## config.mk

```make
export PLATFORM = sky130hd
export DESIGN_NAME = shared_port_regbank
export DESIGN_NICKNAME = d
export VERILOG_FILES = /design/src/rtl/shared_port_regbank.sv
export SDC_FILE = /design/constraint.sdc
export NUM_CORES = 1
export LEC_CHECK = 0
export ABC_CLOCK_PERIOD_IN_PS = 5000
export BUFFER_PORTS_ARGS = -buffer_cell sky130_fd_sc_hd__buf_2
export CAP_MARGIN = 20
export CORE_MARGIN = 2
export CORE_UTILIZATION = 60
export CTS_CLUSTER_DIAMETER = 100
export DETAILED_ROUTE_END_ITERATION = 7
export GPL_TIMING_DRIVEN = 1
export PLACE_DENSITY = 0.84
export SYNTH_ARGS = -nofsm -noshare
export SYNTH_HDL_FRONTEND = slang
export SYNTH_SLANG_ARGS = --single-unit
```

## constraint.sdc

```tcl
create_clock -name clk -period 5 [get_ports clk]
set_clock_uncertainty 0.05 [all_clocks]
set_input_delay 1 -clock clk [delete_from_list [all_inputs] [get_ports clk]]
set_output_delay 1 -clock clk [all_outputs]
set_load 0.03 [all_outputs]
```

## src/rtl/shared_port_regbank.sv

```systemverilog
module shared_port_regbank #(
  parameter int NREGS = 21,
  parameter int DW    = 8
) (
  input  logic          clk,
  input  logic          rst_n,
  input  logic          wr_combo,
  input  logic [DW-1:0] wr_byte,
  input  logic          rd_data_cs,
  input  logic          rd_idx_cs,
  input  logic          stat_mono_cs,
  input  logic          stat_color_cs,
  input  logic          color_sel,
  input  logic [DW-1:0] stat_val,
  output logic [DW-1:0] rd_byte
);
  localparam int IW = $clog2(NREGS + 1);
  localparam logic [DW-1:0] IDX_LIMIT = DW'(NREGS);

  logic          data_phase_q;
  logic [IW-1:0] idx_q;
  logic [DW-1:0] bank_q [NREGS];
  logic [DW-1:0] sel_val;

  wire stat_hit = color_sel ? stat_color_cs : stat_mono_cs;
  wire idx_ok   = wr_byte <= IDX_LIMIT;

  always_ff @(posedge clk) begin
    if (!rst_n) begin
      data_phase_q <= 1'b0;
      idx_q        <= '0;
    end else begin
      if (wr_combo && !data_phase_q && idx_ok) idx_q <= wr_byte[IW-1:0];
      if (stat_hit)      data_phase_q <= 1'b0;
      else if (wr_combo) data_phase_q <= !data_phase_q;
    end
  end

  for (genvar g = 0; g < NREGS; g++) begin : g_slot
    always_ff @(posedge clk) begin
      if (!rst_n) bank_q[g] <= '0;
      else if (wr_combo && data_phase_q && idx_q == IW'(g)) bank_q[g] <= wr_byte;
    end
  end

  always_comb begin
    sel_val = '0;
    for (int i = 0; i < NREGS; i++)
      if (idx_q == IW'(i)) sel_val = bank_q[i];
  end

  always_comb begin
    if (rd_data_cs)     rd_byte = sel_val;
    else if (rd_idx_cs) rd_byte = DW'(idx_q);
    else if (stat_hit)  rd_byte = stat_val;
    else                rd_byte = '0;
  end
endmodule

```

==> flow_summary.json <==
{
  "r2r-end": "bank_q[0][41]",
  "max-slew-margin-rel": 0.225,
  "r2r_cells": 5,
  "grt_start_max_net_pins": 54,
  "holdCritStartpoint": "idx_q[2]",
  "antenna_found_initial": 0,
  "cts.htree.levels": 4,
  "synth.distinct_cells": 68,
  "finalCritPeriodShare": 0.905,
  "die_x_um": 126,
  "via_per_inst": 7.09,
  "cts_root_buf": "clkbuf_16",
  "post_drt_wl_per_cell_um": 27.8,
  "finalInstanceArea_um2": 9770,
  "drtIter0Drc": 1217,
  "dp_hpwl_um": 18400,
  "worst_slew_pin_slew_ns": 1.16,
  "syn_inst": 796,
  "drive_gt1_frac": 0.141,
  "power.density_nw_per_um2": 323,
  "status": "finished, final reports clean",
  "cp.required_ns": 3.95,
  "final_antenna_net_count": 0,
  "grt_overflow_total": 0,
  "die-area_um2": 16000,
  "drc_errors": 0,
  "ys_ff_latch": 174,
  "syn_area_um2": 8980,
  "hold_buffers": 0,
  "drv_cap": 0,
  "setup_viol": 0,
  "rows": 44,
  "reg2reg_from": "idx_q[3]",
  "holdCritPathClass": "reg -> reg",
  "synth-warning-count": 0,
  "die_h_um": 126,
  "end_kind": "output port",
  "wl_um": 27800,
  "seq_area_frac_synth": 0.575,
  "ir_drop_uv": 237,
  "final_nets": 828,
  "drt_pass1_iterations": 6,
  "p_leak_nw": 3.79,
  "vias": 7093,
  "grt_pass1_wl_um": 41700,
  "hold_depth": 2,
  "yosysTopAreaCell": "edfxtp_1",
  "crit_path_max_fanout": 40,
  "fmax_mhz": 221,
  "post_dp_cell_area_um2": 9150,
  "synthTopCellsByArea": "edfxtp_1 (56%), and3_1 (6.5%), and2_1 (5.7%)",
  "cts_tree": "done",
  "clk_pin_slew_ns": 0.07,
  "start_util": 0.615,
  "port_buffers": 31,
  "maxSlewViolCount": 0,
  "antenna_cells": 0,
  "syn2layout_area_growth_pct": 8.78,
  "fin_crit_ns": 4.53,
  "cts_sinks": 174,
  "cts_resized": 0,
  "io_pins": 32,
  "cts-buffers-inserted": 17,
  "cp-start-kind": "flop",
  "worstPathArrival_ns": 3.48,
  "track_usage": 0.356,
  "first_global_vias": 6636,
  "clk_path_buf_depth": 2,
  "cts_setup_buffers": 0,
  "clock_latency_ns": 0.44,
  "r2r_slack_ns": 2.12,
  "hold_end": "idx_q[2]",
  "synth_edf_count": 168,
  "finalSetupTns_ns": 0,
  "place_congestion": 1.04,
  "synthesis.nets": 820,
  "synthFlopType": "edfxtp_1",
  "hold_violations": 0,
  "postSynthAreaPerCell_um2": 11.3,
  "async_reset_ff_frac": 0,
  "coreArea_um2": 14600,
  "synth_top_area_share": 0.562,
  "rsz0062_at_grt": "false",
  "critPathKind": "reg -> out"
}
[worst max-delay path by stage]
stage / startpoint / cells after the start / endpoint / slack, ns
after floorplan: color_sel / 6 / rd_byte[0] / 1.38
after global placement: idx_q[0] / 7 / rd_byte[1] / 1.07
after detailed placement: idx_q[0] / 7 / rd_byte[1] / 1.0
after CTS: idx_q[0] / 7 / rd_byte[1] / 0.52
after global routing: idx_q[0] / 7 / rd_byte[1] / 0.29
final: idx_q[0] / 7 / rd_byte[1] / 0.47
[stage by stage]
| step | total power, W | cells | util | setup slack, ns | hold slack (ns) |
|---|---|---|---|---|---|
| after floorplan | 0.00180 | 796 | - | 1.38 | 0.572 |
| after global placement | 0.00189 | 958 | 0.627 | 1.07 | 0.579 |
| after detailed placement | 0.00189 | 959 | 0.627 | 0.999 | 0.606 |
| after CTS | 0.00314 | 991 | 0.666 | 0.518 | 0.618 |
| after global routing | 0.00322 | 1001 | 0.669 | 0.292 | 0.655 |
| final | 0.00316 | 1001 | 0.669 | 0.473 | 0.627 |
[layer usage]
layer / GRT usage / vias up / routed length (um)
li1: - / 3015 / -
met1: 0.525 / 3415 / 10800
met2: 0.522 / 581 / 12300
met3: 0.0814 / 82 / 3720
met4: 0.132 / 0 / 998
met5: 0 / - / 0
[power breakdown]
| part | leakage (nW) | switching [W] | internal [W] | total, W |
|---|---|---|---|---|
| combinational | 1.74 | 0.000150 | 0.0000528 | 0.000203 |
| clock | 0.265 | 0.000594 | 0.000693 | 0.00129 |
| sequential | 1.78 | 0.0000250 | 0.00164 | 0.00167 |
| total | 3.79 | 0.000768 | 0.00239 | 0.00316 |
[final cells by class]
type,instances,area (um^2)
Clock buffer,17,425
Fill cell,1093,4820
Sequential cell,174,5170
Clock inverter,15,139
Inverter,8,30.0
Multi-Input combinational cell,542,3420
Tap cell,184,230
Timing Repair Buffer,61,358
[logic make-up after synthesis]
kind of cell | after synthesis | synth area share
XOR/XNOR | 1 | 0.000976
AND/OR/NAND/NOR | 354 | 0.229
multiplexers | 16 | 0.0198
buffers and inverters | 80 | 0.0443
flip-flops | 174 | 0.575
AO/OA/AOI/OAI | 171 | 0.131
[sequential cells by signal, summed over array words and instances (netlist names)]
register / cells
bank_q: 168
data_phase_q: 1
idx_q: 5
[cell usage in the layout, fill, tap and decap left out, drive strengths merged, types with 13 or more instances in the layout]
| cell | instances |
|---|---|
| and2 | 84 |
| nor3 | 19 |
| a21oi | 31 |
| edfxtp | 168 |
| nor2b | 14 |
| nor2 | 53 |
| buf | 59 |
| inv | 13 |
| o21ai | 38 |
| nand2 | 38 |
| clkbuf | 19 |
| and3 | 93 |
[synthesized netlist by cell type (10+ instances only)]
cell type	n
nor2_1	51
mux2i_1	11
a21oi_1	30
and2_1	82
edfxtp_1	168
and3_1	93
clkbuf_1	40
nand2_1	38
nand2b_1	10
nor3_1	15
o21ai_0	35
buf_2	18
nor2b_1	14
[critical path, cell delays in order, from the launching register on]
cell	delay, ns
dfxtp_2	0.84
nand2b_1	0.49
nor3_2	0.63
a22oi_1	0.24
o211ai_1	0.18
o2bb2ai_1	0.18
a31oi_1	0.23
buf_2	0.23
Power figures use the tool's default switching activity.
